File: config.mk
export PLATFORM = sky130hd
export DESIGN_NAME = cbe_burst_expander
export DESIGN_NICKNAME = d
export VERILOG_FILES = /design/src/rtl/cbe_pkg.sv /design/src/rtl/cbe_hdr_decode.sv /design/src/rtl/cbe_method_step.sv /design/src/rtl/cbe_out_slot.sv /design/src/rtl/cbe_burst_expander.sv
export SDC_FILE = /design/constraint.sdc
export NUM_CORES = 1
export LEC_CHECK = 0
export ABC_AREA = 1
export ABC_CLOCK_PERIOD_IN_PS = 2400
export BUFFER_PORTS_ARGS = -buffer_cell sky130_fd_sc_hd__buf_2
export CAP_MARGIN = 25
export CORE_MARGIN = 2
export CORE_UTILIZATION = 25
export DETAILED_ROUTE_END_ITERATION = 7
export GPL_ROUTABILITY_DRIVEN = 0
export REMOVE_ABC_BUFFERS = 1
export SLEW_MARGIN = 20
export SYNTH_ARGS = -nofsm -noshare
export SYNTH_HDL_FRONTEND = slang
export SYNTH_SLANG_ARGS = --single-unit
export TNS_END_PERCENT = 30
File: constraint.sdc
create_clock -name clk -period 2.4 [get_ports clk]
set_clock_uncertainty 0.05 [all_clocks]
set_input_delay 0.48 -clock clk [delete_from_list [all_inputs] [get_ports clk]]
set_output_delay 0.48 -clock clk [all_outputs]
set_load 0.05 [all_outputs]
File: src/rtl/cbe_pkg.sv
package cbe_pkg;
  localparam int WORD_W  = 32;
  localparam int METH_W  = 13;
  localparam int SUBCH_W = 3;
  localparam int CNT_W   = 13;
  localparam int MODE_W  = 3;

  localparam int METH_LSB  = 0;
  localparam int SUBCH_LSB = METH_LSB + METH_W;
  localparam int CNT_LSB   = SUBCH_LSB + SUBCH_W;
  localparam int MODE_LSB  = CNT_LSB + CNT_W;

  typedef enum logic [MODE_W-1:0] {
    MD_STEP_OLD = 3'd0,
    MD_HOLD_OLD = 3'd1,
    MD_STEP     = 3'd2,
    MD_HOLD     = 3'd3,
    MD_IMM      = 3'd4,
    MD_ONCE     = 3'd5,
    MD_RSV_A    = 3'd6,
    MD_RSV_B    = 3'd7
  } mode_e;

  typedef enum logic [1:0] {
    STEP_EVERY = 2'd0,
    STEP_NEVER = 2'd1,
    STEP_FIRST = 2'd2
  } step_e;

  typedef enum logic [1:0] {
    ST_IDLE = 2'd0,
    ST_HDR  = 2'd1,
    ST_ARG  = 2'd2
  } state_e;

  typedef struct packed {
    logic [METH_W-1:0]  method;
    logic [SUBCH_W-1:0] subch;
    step_e              step;
  } burst_ctx_t;
endpackage

File: src/rtl/cbe_hdr_decode.sv
module cbe_hdr_decode
  import cbe_pkg::*;
(
  input  logic [WORD_W-1:0]  word,
  output logic [METH_W-1:0]  method,
  output logic [SUBCH_W-1:0] subch,
  output logic [CNT_W-1:0]   count,
  output logic [WORD_W-1:0]  imm_value,
  output logic               is_burst,
  output logic               is_imm,
  output logic               is_rsv,
  output step_e              step
);
  mode_e mode;

  always_comb begin
    method    = word[METH_LSB +: METH_W];
    subch     = word[SUBCH_LSB +: SUBCH_W];
    count     = word[CNT_LSB +: CNT_W];
    mode      = mode_e'(word[MODE_LSB +: MODE_W]);
    imm_value = {{(WORD_W-CNT_W){1'b0}}, count};
    is_burst  = 1'b0;
    is_imm    = 1'b0;
    is_rsv    = 1'b0;
    step      = STEP_NEVER;
    case (mode)
      MD_STEP_OLD, MD_STEP: begin is_burst = 1'b1; step = STEP_EVERY; end
      MD_HOLD_OLD, MD_HOLD: begin is_burst = 1'b1; step = STEP_NEVER; end
      MD_ONCE:              begin is_burst = 1'b1; step = STEP_FIRST; end
      MD_IMM:               is_imm = 1'b1;
      default:              is_rsv = 1'b1;
    endcase
  end
endmodule

File: src/rtl/cbe_method_step.sv
module cbe_method_step
  import cbe_pkg::*;
(
  input  step_e             step,
  input  logic [METH_W-1:0] base,
  input  logic [CNT_W-1:0]  idx,
  output logic [METH_W-1:0] method
);
  localparam logic [METH_W-1:0] ONE_M = METH_W'(1);
  localparam logic [CNT_W-1:0]  ZERO_I = '0;

  always_comb begin
    case (step)
      STEP_EVERY: method = base + METH_W'(idx);
      STEP_FIRST: method = (idx == ZERO_I) ? base : base + ONE_M;
      default:    method = base;
    endcase
  end
endmodule

File: src/rtl/cbe_out_slot.sv
module cbe_out_slot
  import cbe_pkg::*;
(
  input  logic               clk,
  input  logic               rst_n,
  input  logic               load,
  input  logic [METH_W-1:0]  ld_method,
  input  logic [SUBCH_W-1:0] ld_subch,
  input  logic [WORD_W-1:0]  ld_value,
  input  logic               ready,
  output logic               valid,
  output logic [METH_W-1:0]  method,
  output logic [SUBCH_W-1:0] subch,
  output logic [WORD_W-1:0]  value,
  output logic               free
);
  logic valid_d;
  logic data_en;

  always_comb begin
    free    = !valid || ready;
    data_en = load && free;
    if (data_en)    valid_d = 1'b1;
    else if (ready) valid_d = 1'b0;
    else            valid_d = valid;
  end

  always_ff @(posedge clk or negedge rst_n) begin
    if (!rst_n) valid <= 1'b0;
    else        valid <= valid_d;
  end

  always_ff @(posedge clk or negedge rst_n) begin
    if (!rst_n) begin
      method <= '0;
      subch  <= '0;
      value  <= '0;
    end else if (data_en) begin
      method <= ld_method;
      subch  <= ld_subch;
      value  <= ld_value;
    end
  end
endmodule

File: src/rtl/cbe_burst_expander.sv
module cbe_burst_expander
  import cbe_pkg::*;
#(
  parameter int LEN_W = 16
) (
  input  logic               clk,
  input  logic               rst_n,
  input  logic               list_start,
  input  logic [LEN_W-1:0]   list_len,
  input  logic               in_valid,
  input  logic [WORD_W-1:0]  in_data,
  output logic               in_ready,
  output logic               out_valid,
  output logic [METH_W-1:0]  out_method,
  output logic [SUBCH_W-1:0] out_subch,
  output logic [WORD_W-1:0]  out_value,
  input  logic               out_ready,
  output logic               busy,
  output logic               err_unsupported,
  output logic               err_zero_once,
  output logic               err_truncated
);
  localparam logic [LEN_W-1:0] ONE_LEN  = LEN_W'(1);
  localparam logic [LEN_W-1:0] ZERO_LEN = '0;
  localparam logic [CNT_W-1:0] ONE_CNT  = CNT_W'(1);
  localparam logic [CNT_W-1:0] ZERO_CNT = '0;

  state_e             state_q, state_d;
  logic [LEN_W-1:0]   rem_q, rem_d;
  logic [CNT_W-1:0]   left_q, left_d;
  logic [CNT_W-1:0]   idx_q, idx_d;
  burst_ctx_t         ctx_q, ctx_d;
  logic               unsup_q, unsup_d;
  logic               zero_q, zero_d;
  logic               trunc_q, trunc_d;

  logic [METH_W-1:0]  hd_method;
  logic [SUBCH_W-1:0] hd_subch;
  logic [CNT_W-1:0]   hd_count;
  logic [WORD_W-1:0]  hd_imm;
  logic               hd_burst, hd_imm_mode, hd_rsv;
  step_e              hd_step;
  logic [METH_W-1:0]  arg_method;

  logic               slot_free, take, last_word, ctl_en;
  logic               wr_load;
  logic [METH_W-1:0]  wr_method;
  logic [SUBCH_W-1:0] wr_subch;
  logic [WORD_W-1:0]  wr_value;

  cbe_hdr_decode u_dec (
    .word      (in_data),
    .method    (hd_method),
    .subch     (hd_subch),
    .count     (hd_count),
    .imm_value (hd_imm),
    .is_burst  (hd_burst),
    .is_imm    (hd_imm_mode),
    .is_rsv    (hd_rsv),
    .step      (hd_step)
  );

  cbe_method_step u_step (
    .step   (ctx_q.step),
    .base   (ctx_q.method),
    .idx    (idx_q),
    .method (arg_method)
  );

  cbe_out_slot u_slot (
    .clk       (clk),
    .rst_n     (rst_n),
    .load      (wr_load),
    .ld_method (wr_method),
    .ld_subch  (wr_subch),
    .ld_value  (wr_value),
    .ready     (out_ready),
    .valid     (out_valid),
    .method    (out_method),
    .subch     (out_subch),
    .value     (out_value),
    .free      (slot_free)
  );

  always_comb begin
    in_ready  = (state_q != ST_IDLE) && slot_free;
    take      = in_valid && in_ready;
    last_word = (rem_q == ONE_LEN);
    busy      = (state_q != ST_IDLE);
    ctl_en    = take || (state_q == ST_IDLE && list_start);
  end

  always_comb begin
    state_d   = state_q;
    rem_d     = rem_q;
    left_d    = left_q;
    idx_d     = idx_q;
    ctx_d     = ctx_q;
    unsup_d   = unsup_q;
    zero_d    = zero_q;
    trunc_d   = trunc_q;
    wr_load   = 1'b0;
    wr_method = hd_method;
    wr_subch  = hd_subch;
    wr_value  = hd_imm;
    case (state_q)
      ST_IDLE: begin
        if (list_start && list_len != ZERO_LEN) begin
          state_d = ST_HDR;
          rem_d   = list_len;
        end
      end
      ST_HDR: begin
        if (take) begin
          rem_d = rem_q - ONE_LEN;
          if (last_word) state_d = ST_IDLE;
          if (hd_rsv) begin
            unsup_d = 1'b1;
          end else if (hd_imm_mode) begin
            wr_load = 1'b1;
          end else if (hd_burst && hd_count == ZERO_CNT) begin
            if (hd_step == STEP_FIRST) zero_d = 1'b1;
          end else if (last_word) begin
            trunc_d = 1'b1;
          end else begin
            state_d = ST_ARG;
            left_d  = hd_count;
            idx_d   = ZERO_CNT;
            ctx_d   = '{method: hd_method, subch: hd_subch, step: hd_step};
          end
        end
      end
      ST_ARG: begin
        if (take) begin
          wr_load   = 1'b1;
          wr_method = arg_method;
          wr_subch  = ctx_q.subch;
          wr_value  = in_data;
          idx_d     = idx_q + ONE_CNT;
          left_d    = left_q - ONE_CNT;
          rem_d     = rem_q - ONE_LEN;
          if (last_word) begin
            state_d = ST_IDLE;
            if (left_q != ONE_CNT) trunc_d = 1'b1;
          end else if (left_q == ONE_CNT) begin
            state_d = ST_HDR;
          end
        end
      end
      default: state_d = ST_IDLE;
    endcase
  end

  always_ff @(posedge clk or negedge rst_n) begin
    if (!rst_n) begin
      state_q <= ST_IDLE;
      rem_q   <= '0;
      left_q  <= '0;
      idx_q   <= '0;
      ctx_q   <= '{method: '0, subch: '0, step: STEP_NEVER};
    end else if (ctl_en) begin
      state_q <= state_d;
      rem_q   <= rem_d;
      left_q  <= left_d;
      idx_q   <= idx_d;
      ctx_q   <= ctx_d;
    end
  end

  always_ff @(posedge clk or negedge rst_n) begin
    if (!rst_n) begin
      unsup_q <= 1'b0;
      zero_q  <= 1'b0;
      trunc_q <= 1'b0;
    end else if (take) begin
      unsup_q <= unsup_d;
      zero_q  <= zero_d;
      trunc_q <= trunc_d;
    end
  end

  assign err_unsupported = unsup_q;
  assign err_zero_once   = zero_q;
  assign err_truncated   = trunc_q;
endmodule

==> metrics.txt, run 1 <==
register area 0.002854 mm^2; area occupied by multi-input gates 0.003845 mm^2; DR WL/cell 14.73 um; area delta synth->final 23.49%; setup TNS 0 ps; Filler Cells Inserted 3118; worst skew pair latency 430 ps; setup slack after layout 162.5 ps; hold crit path type input port to register; Ys Warns 0; CTS max path bufs 2; HPWL after DPL 17350 um; worst path cell trace inv_1 > ha_2 > nor2_2 > nand2_4 > nor2_4 > buf_8 > nand2_1 > o21ai_1 > o21ai_0; pin count of the biggest net entering global routing 60; setup violators final 0; grt total ovfl 0; Die Y 175.8 um; Req. time, crit path 2640 ps; area leader, netlist dfrtp_1; unrepaired setup endpoints after global routing no; via count 7174; CP Launch Type register; layout cell share with drive strength beyond 1 0.1829; post-CTS setup buffer count 0; IO Count 107; Total Wirelength 22890 um; fin nets 1234; status finished clean; # H-tree levels 4; CP Capture Type register; post-route insts no fill 1554; Synth Instances 1035; dominant cells by area after synthesis dfrtp_1 38%, nand2_1 14%, o21ai_0 7.4%, inv_1 6.4%, nor2_1 4.6%; first-pass GRT wire length 36560 um; drt first pass iters 5; most instantiated library cell after synthesis nand2_1; critical setup path kind register to register; crit path buf inv count 2; antenna diode count 0; Sink Count 114; Worst Path Arrival 2480 ps; vias per std cell 4.616; placed cells 1521; Buffers on Ports 106; Netlist cell types 44; vias in the first global route 6865; fin util 0.3156; Initial Util 0.2556; Final ANT Viol Nets 0; TritonCTS clock tree built; GRT Overall Usage 0.1511; die width 175.8 um; Place WS -70.14 ps; CP max FO 32; Max Freq 0.4469 GHz; Worst path max stage delay 420 ps; Final period util 0.9323; Clock Pin Slew Worst Setup and Hold Paths 60 ps; normalized max-slew margin 0.6618; slowest cell on the critical path dfrtp_1; initial antenna violation count 0; Cell Rows 62; async set-reset flop share out of synthesis 1.000; Pwr Total 13170 uW; maximum VDD drop 0.5712 mV; core region area 0.02886 mm^2; CTS Buf Count 17; Worst-Margin Slew 505.6 ps; Final Max Slew Viols 0; MaxCap Viol Count 0; Leakage 0.004483 uW; Residual DRC 0; Post-synth top flop dfrtp_1; number of synthesized flops with an enable pin 0; Seq/Total Area, Yosys 0.3869; Yosys reg bits 114; Die ar. 0.03089 mm^2; Synth top area share 0.3834; minimum clock period 2238 ps; First DRT Iteration DRCs 439; Mapped Area 0.007376 mm^2; CTS Root Cell clkbuf_16; syn_area_per_cell 7.126 um^2; commonest cells in the netlist 279 x nand2_1, 125 x inv_1, 113 x dfrtp_1; Power Density 1446 mW/mm^2; count of final hold-check violations 0; Top delay family on crit path simple AND/OR/NAND/NOR gates
-- registers in the layout, summed over array words and instances, names as in the netlist --
signal,count
ctx_q,18
idx_q,13
err_unsupported,1
left_q,13
state_q,2
err_truncated,1
u_slot.method,13
u_slot.valid,1
u_slot.value,32
err_zero_once,1
u_slot.subch,3
rem_q,16
-- kinds of logic (layout without fill, tap and decap cells) --
family | after synthesis | count (layout) | synth area share
flops | 114 | 114 | 0.3869
xor+xnor | 25 | 25 | 0.02969
fa+ha+maj | 24 | 24 | 0.04173
simple gates | 491 | 491 | 0.2858
compound gates | 211 | 211 | 0.1620
buf+inv | 170 | 305 | 0.09381
-- area by class of cell --
cell class | count | share of cell area
clock buffers | 18 | 0.04821
clock inverters | 14 | 0.01717
inverters | 131 | 0.05440
multi-input cells | 751 | 0.4221
flip-flops and latches | 114 | 0.3133
well taps | 384 | 0.05275
repair buffers | 142 | 0.09203
-- routing by layer --
metal,part of all wire,GRT usage,vias to the layer above
met5,0,0,-
met4,0.024,0.05579,0
met3,0.053,0.03052,32
met2,0.49,0.2557,192
met1,0.43,0.1903,3338
li1,-,-,3612
-- per-stage QoR --
step / hold slack [ps] / cell area [um^2]
floorplan: 134.4 / 7176
global placement: 327.9 / 8489
detailed placement: 331.7 / 8489
CTS: 189.2 / 9099
global route: 219.8 / 9109
finish: 202.0 / 9109
-- repair_timing --
| action | CTS | global route |
|---|---|---|
| hold buffers | 1 | 0 |
| setup endpoints to repair | 1 | 7 |
| endpoints found under the hold margin | 16 | 0 |
| gates resized for setup | 1 | 4 |
-- placed cells by master, fill, tap and decap left out, types with 21 or more instances in the layout --
| cell | n |
|---|---|
| a21oi_1 | 47 |
| buf_2 | 105 |
| buf_4 | 33 |
| dfrtp_1 | 113 |
| ha_1 | 22 |
| inv_1 | 124 |
| nand2_1 | 279 |
| nand3_1 | 65 |
| nor2_1 | 91 |
| o21ai_0 | 108 |
| xor2_1 | 21 |
-- report_power, final --
| group | total, uW | leakage [uW] | switching, uW | internal [uW] |
|---|---|---|---|---|
| clock | 2550 | 0.000285 | 985 | 1570 |
| sequential | 3560 | 0.00145 | 802 | 2760 |
| combinational | 7060 | 0.00275 | 4870 | 2190 |
-- worst paths after layout --
check / from / end / depth (start not counted) / slack [ps]
worst min register to register: u_slot.method[7] / u_slot.method[7] / 2 / 420
max in group asynchronous: rst_n / u_slot.value[0] / 3 / 1220
worst max-delay path: state_q[0] / u_slot.value[8] / 9 / 160
worst min-delay path: out_ready / u_slot.valid / 2 / 200
worst max register to register: state_q[0] / u_slot.value[8] / 9 / 160
min in group asynchronous: rst_n / u_slot.subch[1] / 2 / 460
Note: power is estimated with default switching activity, not from simulation.
==> run 2: changes to the inputs <==
--- a/config.mk
+++ b/config.mk
@@ -17,5 +17,6 @@
 export SLEW_MARGIN = 20
 export SYNTH_ARGS = -nofsm -noshare
 export SYNTH_HDL_FRONTEND = slang
+export SYNTH_HIERARCHICAL = 1
 export SYNTH_SLANG_ARGS = --single-unit
 export TNS_END_PERCENT = 30
==> run 2 against run 1 <==
Effect of this change: area after synthesis is 17% higher; power increased by 13%; synthesized cell count up 21%; design area up 11%; register-to-register slack improved by 40 ps; global-route usage fell by 1.2 points; maximum frequency is 0.33% lower; clock power up 10%; routed wire length rose by 8.8%; largest power group unchanged.
==> metrics.txt, run 2 <==
core region area 0.03429 mm^2 (+19%); CP Capture Type primary output; Ys Warns 6 (+6); most instantiated library cell after synthesis nand2_1; CTS Root Cell clkbuf_16; Synth top area share 0.3269 (-0.05650); setup violators final 0 (unchanged); area leader, netlist dfrtp_1; dominant cells by area after synthesis dfrtp_1 33%, nand2_1 20%, nand3_1 6.6%, mux2_2 5.9%, buf_4 5.8%; Most flops, register u_slot/value; area delta synth->final 16.92%; vias in the first global route 7671 (+12%); hold crit path type input port to asynchronous set/reset pin; unrepaired setup endpoints after global routing no; commonest non-fill, non-tap cell in the layout nand2_1; First DRT Iteration DRCs 556 (+27%); vias per std cell 4.528 (-1.9%); count of final hold-check violations 0 (unchanged); Regs by FF count u_slot/value: 32 flops, ctx_q: 18 flops, rem_q: 16 flops; normalized max-slew margin 0.3783 (-0.2835); Die Y 190.0 um (+8.1%); Sink Count 114 (unchanged); CP max FO 4 (-88%); Sw Pwr 7579 uW (+14%); GRT Overall Usage 0.1394 (-0.01169); Final Max Slew Viols 0 (unchanged); register share of total power 0.236 (-0.034); Leakage 0.005187 uW (+16%); worst r2r path cells 11 (+2); Residual DRC 0 (unchanged); Mapped Area 0.008651 mm^2 (+17%); syn_area_per_cell 6.910 um^2 (-3.0%); critical setup path kind register to primary output; Post-synth top flop dfrtp_1; worst skew pair latency 420 ps (about the same); layout cell share with drive strength beyond 1 0.2012 (+0.01829); most frequent cells in the layout 449 x nand2_1, 124 x nor2_1, 113 x nand3_1, 113 x dfrtp_1, 106 x inv_1; status finished clean; max reg flops 32 (unchanged); CTS Buf Count 17 (unchanged); initial antenna violation count 1 (+1); post-route insts no fill 1797 (+16%); HPWL after DPL 18120 um (+4.5%); pin count of the biggest net entering global routing 51 (-15%); number of synthesized flops with an enable pin 0 (unchanged); first-pass GRT wire length 40190 um (+9.9%); Max Freq 0.4454 GHz (-0.33%); Finished Cell Area 0.01011 mm^2 (+11%); die width 190.0 um (+8.1%); Req. time, crit path 1870 ps (-770 ps); Yosys reg bits 114 (unchanged); minimum clock period 2245 ps (+7.430 ps); Power Density 1466 mW/mm^2 (+1.4%); drt first pass iters 5 (unchanged); Logic pwr share 0.575 (+0.039); Final period util 0.9354 (+0.003096); Final ANT Viol Nets 0 (unchanged); Int Pwr 7254 uW (+11%); Total Wirelength 24900 um (+8.8%); MaxCap Viol Count 0 (unchanged); Worst-Margin Slew 929.8 ps (+424.2 ps); antenna diode count 0 (unchanged); Clock Pin Slew Worst Setup and Hold Paths 70 ps (about the same); Clock power frac 0.189 (-0.005); Netlist cell types 47 (+6.8%); DR WL/cell 13.86 um (-5.9%); via count 8136 (+13%); TritonCTS clock tree built; placed cells 1765 (+16%); maximum VDD drop 0.6677 mV (+17%); sw frac 0.5110 (+0.005841); fin util 0.2950 (-0.02065); area of placed instances 0.009465 mm^2 (+11%); IO Count 107 (unchanged); fin nets 1405 (+14%); CP Launch Type register; post-CTS setup buffer count 0 (unchanged); Synth Instances 1252 (+21%); Cell Rows 68 (+9.7%); # H-tree levels 4 (unchanged); Worst Path Arrival 1710 ps (-770 ps); Seq/Total Area, Yosys 0.3299 (-0.05703); Initial Util 0.2523 (-0.003294); CTS max path bufs 2 (unchanged); Post-CTS Hold Buffers 0 (-1); Buffers on Ports 106 (unchanged); commonest cells in the netlist 451 x nand2_1, 124 x nor2_1, 114 x nand3_1; grt total ovfl 0 (unchanged); async set-reset flop share out of synthesis 1.000 (unchanged); Die ar. 0.03611 mm^2 (+17%)
run 2: final timing paths:
check / from / endpoint / slack (ps)
worst max-delay path: state_q[0] / busy / 160
worst min-delay path: rst_n / u_slot/valid / 30
worst max register to register: idx_q[2] / u_slot/method[5] / 200
worst min register to register: u_slot/method[3] / u_slot/method[3] / 420
max in group asynchronous: rst_n / u_slot/value[27] / 1620
min in group clk: in_data[13] / ctx_q[2] / 270
run 2: timing repair:
| item | 4_1_cts | 5_1_grt |
|---|---|---|
| resized for setup | 0 | 2 |
| hold endpoints to repair | 0 | 0 |
| setup endpoints to repair | 0 | 7 |
run 2: logic make-up (layout without fill, tap and decap cells):
group / count (synthesis) / count (layout) / share of synthesized area
XOR/XNOR: 21 / 21 / 0.02126
AO/OA/AOI/OAI: 94 / 94 / 0.06595
buffers and inverters: 213 / 285 / 0.1334
other: 1 / 19 / 0.0004335
multiplexers: 45 / 45 / 0.05858
AND/OR/NAND/NOR: 741 / 741 / 0.3564
adder cells (fa/ha/maj): 23 / 23 / 0.03413
flip-flops: 114 / 114 / 0.3299
run 2: routing by layer:
metal / up-vias / GRT usage / share of wire
li1: 4063 / - / -
met1: 3794 / 0.1918 / 0.47
met2: 241 / 0.2188 / 0.45
met3: 38 / 0.02859 / 0.053
met4: 0 / 0.04353 / 0.020
met5: - / 0 / 0
run 2: power groups by stage:
stage	Sequential [uW]	Combinational, uW	Clock [uW]
after floorplan	4920	4450	0
after global placement	3510	8370	0
after detailed placement	3510	8490	0
after CTS	3500	8520	2840
after global routing	3620	9470	2930
final	3500	8520	2810
run 2: layout make-up:
class	count	area (um^2)
repair buffers	144	905.9
clock buffers	19	442.9
multi-input cells	943	4737
fillers	3713	24170
inverters	109	409.1
flip-flops and latches	114	2854
well taps	455	569.3
clock inverters	13	196.4
run 2: stage by stage:
step	setup WS, ps	hold WS (ps)	TNS [ps]	total power (uW)
after detailed placement	116.1	405.0	0	12000
after floorplan	-3214	134.4	-191100	9368
after global placement	193.3	402.4	0	11890
after CTS	119.5	49.31	0	14860
after global routing	6.236	70.41	0	16020
final	155.1	29.13	0	14830
run 2: critical path: stages, from the launching register on:
cell     delay (ps)
dfrtp_1         410
inv_1           100
ha_1            230
buf_4           150
inv_1           120
buf_2           290
